## config.mk

```make
export PLATFORM = sky130hd
export DESIGN_NAME = i2c_reg_target
export DESIGN_NICKNAME = d
export VERILOG_FILES = /design/src/rtl/i2c_tgt_pkg.sv /design/src/rtl/line_sync.sv /design/src/rtl/bus_cond_det.sv /design/src/rtl/reg_bank.sv /design/src/rtl/i2c_reg_target.sv
export SDC_FILE = /design/constraint.sdc
export NUM_CORES = 1
export LEC_CHECK = 0
export ABC_CLOCK_PERIOD_IN_PS = 4840
export BUFFER_PORTS_ARGS = -buffer_cell sky130_fd_sc_hd__buf_4
export CAP_MARGIN = 20
export CORE_UTILIZATION = 50
export DETAILED_ROUTE_END_ITERATION = 10
export PLACE_DENSITY = 0.71
export REMOVE_ABC_BUFFERS = 1
export SYNTH_ARGS = -nofsm -noshare
export SYNTH_HDL_FRONTEND = slang
export SYNTH_HIERARCHICAL = 1
export SYNTH_SLANG_ARGS = --single-unit
```

## constraint.sdc

```tcl
create_clock -name clk_i -period 4.84 [get_ports clk_i]
set_clock_uncertainty 0.15 [all_clocks]
set_input_delay 0.484 -clock clk_i [delete_from_list [all_inputs] [get_ports clk_i]]
set_output_delay 0.484 -clock clk_i [all_outputs]
set_load 0.005 [all_outputs]
```

## src/rtl/i2c_tgt_pkg.sv

```systemverilog
`timescale 1ns/1ps
package i2c_tgt_pkg;
  localparam int unsigned BYTE_W = 8;

  typedef enum logic [3:0] {
    ST_IDLE,
    ST_ADDR,
    ST_ADDR_ACK,
    ST_CMD,
    ST_CMD_ACK,
    ST_WDATA,
    ST_WDATA_ACK,
    ST_TX,
    ST_TX_ACK
  } tgt_state_e;
endpackage

```

## src/rtl/line_sync.sv

```systemverilog
`timescale 1ns/1ps
module line_sync #(
  parameter int unsigned STAGES  = 2,
  parameter logic        RST_VAL = 1'b1
) (
  input  logic clk_i,
  input  logic rst_ni,
  input  logic d_i,
  output logic q_o
);
  logic [STAGES-1:0] pipe_q;

  always_ff @(posedge clk_i or negedge rst_ni) begin
    if (!rst_ni) pipe_q <= {STAGES{RST_VAL}};
    else         pipe_q <= {pipe_q[STAGES-2:0], d_i};
  end

  assign q_o = pipe_q[STAGES-1];
endmodule

```

## src/rtl/bus_cond_det.sv

```systemverilog
`timescale 1ns/1ps
module bus_cond_det (
  input  logic clk_i,
  input  logic rst_ni,
  input  logic scl_s_i,
  input  logic sda_s_i,
  output logic scl_rise_o,
  output logic scl_fall_o,
  output logic start_o,
  output logic stop_o
);
  logic scl_q, sda_q;

  always_ff @(posedge clk_i or negedge rst_ni) begin
    if (!rst_ni) begin
      scl_q <= 1'b1;
      sda_q <= 1'b1;
    end else begin
      scl_q <= scl_s_i;
      sda_q <= sda_s_i;
    end
  end

  assign scl_rise_o = scl_s_i & ~scl_q;
  assign scl_fall_o = ~scl_s_i & scl_q;
  // data edges only count while SCL stayed high
  assign start_o    = scl_s_i & scl_q & sda_q & ~sda_s_i;
  assign stop_o     = scl_s_i & scl_q & ~sda_q & sda_s_i;
endmodule

```

## src/rtl/reg_bank.sv

```systemverilog
`timescale 1ns/1ps
module reg_bank #(
  parameter int unsigned NUM_REGS = 8,
  parameter int unsigned W        = 8,
  localparam int unsigned IDX_W   = $clog2(NUM_REGS)
) (
  input  logic                  clk_i,
  input  logic                  rst_ni,
  input  logic                  we_i,
  input  logic [IDX_W-1:0]      widx_i,
  input  logic [W-1:0]          wdata_i,
  input  logic [IDX_W-1:0]      ridx_i,
  output logic [W-1:0]          rdata_o,
  output logic [NUM_REGS*W-1:0] regs_o
);
  for (genvar g = 0; g < NUM_REGS; g++) begin : g_reg
    logic [W-1:0] q;
    always_ff @(posedge clk_i or negedge rst_ni) begin
      if (!rst_ni)                                q <= '0;
      else if (we_i && widx_i == IDX_W'(g))        q <= wdata_i;
    end
    assign regs_o[g*W +: W] = q;
  end

  always_comb begin
    rdata_o = '0;
    for (int i = 0; i < NUM_REGS; i++) begin
      if (ridx_i == IDX_W'(i)) rdata_o = regs_o[i*W +: W];
    end
  end

  assert_hold_unless_written_R4: assert property (
    @(posedge clk_i) disable iff (!rst_ni) !we_i |=> $stable(regs_o));
endmodule

```

## src/rtl/i2c_reg_target.sv

```systemverilog
`timescale 1ns/1ps
module i2c_reg_target
  import i2c_tgt_pkg::*;
#(
  parameter logic [6:0]  DEV_ADDR    = 7'b0011010,
  parameter int unsigned NUM_REGS    = 8,
  parameter int unsigned SYNC_STAGES = 2,
  localparam int unsigned IDX_W      = $clog2(NUM_REGS)
) (
  input  logic                       clk_i,
  input  logic                       rst_ni,
  input  logic                       scl_i,
  input  logic                       sda_i,
  output logic                       sda_pull_o,
  output logic [NUM_REGS*BYTE_W-1:0] regs_o
);
  logic scl_s, sda_s;
  logic scl_rise, scl_fall, start_c, stop_c;

  line_sync #(.STAGES(SYNC_STAGES), .RST_VAL(1'b1)) u_scl_sync (
    .clk_i(clk_i), .rst_ni(rst_ni), .d_i(scl_i), .q_o(scl_s));
  line_sync #(.STAGES(SYNC_STAGES), .RST_VAL(1'b1)) u_sda_sync (
    .clk_i(clk_i), .rst_ni(rst_ni), .d_i(sda_i), .q_o(sda_s));

  bus_cond_det u_cond (
    .clk_i(clk_i), .rst_ni(rst_ni), .scl_s_i(scl_s), .sda_s_i(sda_s),
    .scl_rise_o(scl_rise), .scl_fall_o(scl_fall),
    .start_o(start_c), .stop_o(stop_c));

  tgt_state_e          state_q;
  logic [3:0]          cnt_q;
  logic [BYTE_W-1:0]   sh_q, tx_q;
  logic [IDX_W-1:0]    idx_q;
  logic                rw_q, rb_q, mack_q, drive_q;
  logic [BYTE_W-1:0]   rdata;
  logic                byte_done, wr_en, addr_hit;

  assign byte_done = scl_fall && (cnt_q == 4'd8);
  assign wr_en     = (state_q == ST_WDATA) && byte_done;
  assign addr_hit  = (sh_q[7:1] == DEV_ADDR);

  reg_bank #(.NUM_REGS(NUM_REGS), .W(BYTE_W)) u_bank (
    .clk_i(clk_i), .rst_ni(rst_ni), .we_i(wr_en), .widx_i(idx_q),
    .wdata_i(sh_q), .ridx_i(idx_q), .rdata_o(rdata), .regs_o(regs_o));

  always_ff @(posedge clk_i or negedge rst_ni) begin
    if (!rst_ni) begin
      state_q <= ST_IDLE;
      cnt_q   <= '0;
      sh_q    <= '0;
      tx_q    <= '0;
      idx_q   <= '0;
      rw_q    <= 1'b0;
      rb_q    <= 1'b0;
      mack_q  <= 1'b0;
      drive_q <= 1'b0;
    end else if (start_c) begin
      state_q <= ST_ADDR;
      cnt_q   <= '0;
      drive_q <= 1'b0;
    end else if (stop_c) begin
      state_q <= ST_IDLE;
      drive_q <= 1'b0;
    end else begin
      case (state_q)
        ST_IDLE: ;
        ST_ADDR, ST_CMD, ST_WDATA: begin
          if (scl_rise && cnt_q != 4'd8) begin
            sh_q  <= {sh_q[BYTE_W-2:0], sda_s};
            cnt_q <= cnt_q + 4'd1;
          end
          if (byte_done) begin
            if (state_q == ST_ADDR) begin
              if (addr_hit) begin
                rw_q    <= sh_q[0];
                drive_q <= 1'b1;
                state_q <= ST_ADDR_ACK;
              end else begin
                state_q <= ST_IDLE;
              end
            end else if (state_q == ST_CMD) begin
              rb_q    <= sh_q[7];
              idx_q   <= sh_q[IDX_W-1:0];
              drive_q <= 1'b1;
              state_q <= ST_CMD_ACK;
            end else begin
              drive_q <= 1'b1;
              state_q <= ST_WDATA_ACK;
            end
          end
        end
        ST_ADDR_ACK: if (scl_fall) begin
          cnt_q <= '0;
          if (rw_q) begin
            tx_q    <= {rdata[BYTE_W-2:0], 1'b1};
            drive_q <= ~rdata[BYTE_W-1];
            state_q <= ST_TX;
          end else begin
            drive_q <= 1'b0;
            state_q <= ST_CMD;
          end
        end
        ST_CMD_ACK: if (scl_fall) begin
          cnt_q   <= '0;
          drive_q <= 1'b0;
          state_q <= ST_WDATA;
        end
        ST_WDATA_ACK: if (scl_fall) begin
          cnt_q <= '0;
          if (rb_q) begin
            // register already holds the new byte
            tx_q    <= {rdata[BYTE_W-2:0], 1'b1};
            drive_q <= ~rdata[BYTE_W-1];
            state_q <= ST_TX;
          end else begin
            drive_q <= 1'b0;
            state_q <= ST_IDLE;
          end
        end
        ST_TX: begin
          if (scl_rise) cnt_q <= cnt_q + 4'd1;
          if (scl_fall) begin
            if (cnt_q == 4'd8) begin
              drive_q <= 1'b0;
              state_q <= ST_TX_ACK;
            end else begin
              drive_q <= ~tx_q[BYTE_W-1];
              tx_q    <= {tx_q[BYTE_W-2:0], 1'b1};
            end
          end
        end
        ST_TX_ACK: begin
          if (scl_rise) mack_q <= ~sda_s;
          if (scl_fall) begin
            cnt_q <= '0;
            if (mack_q) begin
              tx_q    <= {rdata[BYTE_W-2:0], 1'b1};
              drive_q <= ~rdata[BYTE_W-1];
              state_q <= ST_TX;
            end else begin
              state_q <= ST_IDLE;
            end
          end
        end
        default: state_q <= ST_IDLE;
      endcase
    end
  end

  assign sda_pull_o = drive_q;

  assert_drive_scl_low_R7: assert property (
    @(posedge clk_i) disable iff (!rst_ni)
    (drive_q != $past(drive_q)) |-> !$past(scl_s));

  assert_ack_only_match_R2: assert property (
    @(posedge clk_i) disable iff (!rst_ni)
    (state_q == ST_ADDR_ACK && $past(state_q) == ST_ADDR) |-> ($past(sh_q[7:1]) == DEV_ADDR));

  assert_start_restarts_R8: assert property (
    @(posedge clk_i) disable iff (!rst_ni)
    start_c |=> (state_q == ST_ADDR && cnt_q == 4'd0));

  assert_stop_releases_R8: assert property (
    @(posedge clk_i) disable iff (!rst_ni)
    stop_c |=> (state_q == ST_IDLE && !drive_q));

  assert_nack_releases_R9: assert property (
    @(posedge clk_i) disable iff (!rst_ni)
    (state_q == ST_IDLE && $past(state_q) == ST_TX_ACK) |-> !drive_q);
endmodule

```

==> results.sh <==
export IMPL_dieHeight_um=101.7
export IMPL_worstSetupEndpointType="flip-flop"
export IMPL_path_cells="nor2b_1 -> nand3_1 -> nor2_1 -> nand2_1 -> nor3_2 -> mux2_2"
export IMPL_ys_warn_count=6
export IMPL_cp_start_kind="flip-flop"
export IMPL_start_util_pct=51.30
export IMPL_postCtsHoldBufs=0
export IMPL_synthesis_area_um2=4969
export IMPL_clkLatencyLatePin_ns=0.38
export IMPL_power_frac_clock_pct=29.7
export IMPL_netlist_area_leader_share_pct=47.85
export IMPL_grt_pass1_wl_mm=18.42
export IMPL_arrival_ns=3.21
export IMPL_synth_distinct_cells=58
export IMPL_r2r_cells=6
export IMPL_synth_top_area_cell="dfrtp_1"
export IMPL_grt_ovfl_total=0
export IMPL_synthMostInstantiatedCell="dfrtp_1"
export IMPL_tns_ns=0
export IMPL_crit_fanout=8
export IMPL_grt_setup_unrepaired="no"
export IMPL_drt_total_wl_mm=11.75
export IMPL_cts_setup_buffers=0
export IMPL_synth_area_leaders="dfrtp_1 (48%), mux2_2 (21%), mux4_2 (6.8%)"
export IMPL_drtAntennaViolNets=0
export IMPL_hold_path_class="in2async"
export IMPL_slowest_stage="nor3_2"
export IMPL_first_iter_violations=111
export IMPL_drtPass1Iterations=4
export IMPL_max_freq_ghz=0.3233
export IMPL_fp_row_count=36
export IMPL_layout_nets=444
export IMPL_top_level_ports=69
export IMPL_p_per_area_nw_per_um2=333.8
export IMPL_core_area_um2=9684
export IMPL_drive_above_1_share_pct=48.31
export IMPL_cts_sinks=101
export IMPL_first_global_vias=3425
export IMPL_die_x_um=101.7
export IMPL_synth_common_cells="dfrtp_1 (95), mux2_2 (93), nand2_1 (20)"
export IMPL_seq_area_frac_synth_pct=51.02
export IMPL_slew_violations=0
export IMPL_seq_power_share_pct=54.5
export IMPL_place_congestion=0.8423
export IMPL_total_leakage_power_nw=2.779
export IMPL_drc=0
export IMPL_finalCriticalPeriod_ns=3.093
export IMPL_vias=3355
export IMPL_relSlewSlack_pct=41.15
export IMPL_hpwl_mm=8.203
export IMPL_diodes=0
export IMPL_max_cap_violations=0
export IMPL_slowest_delay_ns=0.63
export IMPL_cp_data_required_time_ns=4.95
export IMPL_p_sw_share_pct=33.23
export IMPL_synth_flop_cell="dfrtp_1"
export IMPL_status="finished clean"
export IMPL_ir_drop_uv=127.3
export IMPL_htreeDepth=3
export IMPL_setup_viol=0
export IMPL_syn_area_per_cell_um2=13.39
export IMPL_grt_usage_pct=24.34
export IMPL_reg2reg_to="u_bank/g_reg[4].q[2]"
export IMPL_path_class="reg2reg"
export IMPL_hold_violations=0
export IMPL_cts_tree="built"
export IMPL_rrSetupSlack_ns=1.75
export IMPL_clk_pin_slew_ns=0.10
export IMPL_dieArea_um2=10340
export IMPL_ys_seq_elements=101
export IMPL_p_sw_mw=0.6414
export IMPL_io_buffers=68
export IMPL_reg2reg_from="u_cond/scl_q"
export IMPL_cts_buffers=9
export IMPL_clock_tree_buffer_depth=2
export IMPL_via_per_inst=5.825
export IMPL_finalCritPeriodShare_pct=63.90
export IMPL_cts_root_buf="clkbuf_8"
export IMPL_post_route_util_pct=59.72
export IMPL_power_internal_mw=1.289
export IMPL_wl_per_cell_um=20.39
export IMPL_antenna_found_initial=0
export IMPL_synthArstFlopShare_pct=100.0
export IMPL_synth_edf_count=0
export IMPL_grt_start_max_net_pins=64
export IMPL_pwr_share_comb_pct=15.8
export IMPL_synthCells=371
export IMPL_postCtsResizedCells=0
export IMPL_syn2layout_area_growth_pct=16.39
export IMPL_worstMarginPinSlew_ns=0.8827
## per-layer routing
layer	track usage, %	up-vias	share of wire [%]
li1	-	1505	-
met1	30.66	1751	43
met2	41.79	80	52
met3	5.314	19	4.1
met4	7.915	0	1.5
met5	0	-	0
## state kept, by name, indices dropped and copies added (netlist names), 2 cells and up
name and flops:
cnt_q 4, idx_q 3, sh_q 8, state_q 4, tx_q 8, u_bank/g.q 64, u_scl_sync/pipe_q 2, u_sda_sync/pipe_q 2
## final cells by class
cell class	instances	area [µm²]
Clock inverter	7	93.84
Fill cell	806	3901
Tap cell	133	166.4
Inverter	10	37.54
Timing Repair Buffer	71	533.0
Sequential cell	101	2535
Multi-Input combinational cell	245	2293
Clock buffer	9	123.9
## cells in the final DEF, fill, tap and decap left out, types with 4 or more instances in the layout
cell,instances
clkbuf_8,9
nor2b_1,4
nand2_1,20
a31oi_1,5
dfrtp_1,95
dfstp_2,6
inv_1,8
a211oi_1,4
mux2i_1,5
mux2_2,93
o21ai_0,11
a21oi_1,8
nor2_1,17
nand3_1,5
buf_4,71
mux4_2,15
## kinds of logic after synthesis
family	after synthesis	synth area share, %
AO/OA/AOI/OAI	46	6.195
adder cells (fa/ha/maj)	2	0.5036
buffers and inverters	25	2.820
flip-flops	101	51.02
multiplexers	113	28.88
AND/OR/NAND/NOR	84	10.58
## metrics by stage
step	cells	setup slack, ns	hold WS [ns]	cell area, µm²	power, mW
3_3_place_gp	560	1.852	0.1995	5565	1.366
6_report	576	1.747	0.03984	5783	1.930
5_1_grt	576	1.575	0.04828	5783	2.023
4_1_cts	576	1.791	0.04906	5783	1.945
3_5_place_dp	560	1.820	0.1990	5565	1.371
2_1_floorplan	356	2.157	0.03841	4866	1.230
## power groups by stage
stage               Sequential (mW)  Clock (mW)  Combinational [mW]
floorplan                      1.00           0               0.225
global placement               1.07           0               0.300
detailed placement             1.07           0               0.305
CTS                            1.05       0.589               0.305
global route                   1.07       0.620               0.336
finish                         1.05       0.573               0.305
## critical path, delay by kind of cell, from the launching register on
kind	cells	cell delay, ns
DFF	1	0.56
muxes	1	0.42
and+or+nand+nor	5	1.86
## worst max-delay path by stage
stage | startpoint | to | slack (ns) | depth (start not counted)
6_report | u_cond/scl_q | u_bank/g_reg[4].q[2] | 1.75 | 6
3_5_place_dp | u_cond/scl_q | u_bank/g_reg[4].q[2] | 1.82 | 6
2_1_floorplan | idx_q[0] | sda_pull_o | 2.16 | 7
4_1_cts | u_cond/scl_q | u_bank/g_reg[4].q[2] | 1.79 | 6
3_3_place_gp | u_cond/scl_q | u_bank/g_reg[4].q[0] | 1.85 | 6
5_1_grt | u_cond/scl_q | u_bank/g_reg[4].q[1] | 1.57 | 6
No activity file was read; power rests on OpenSTA's default activity.
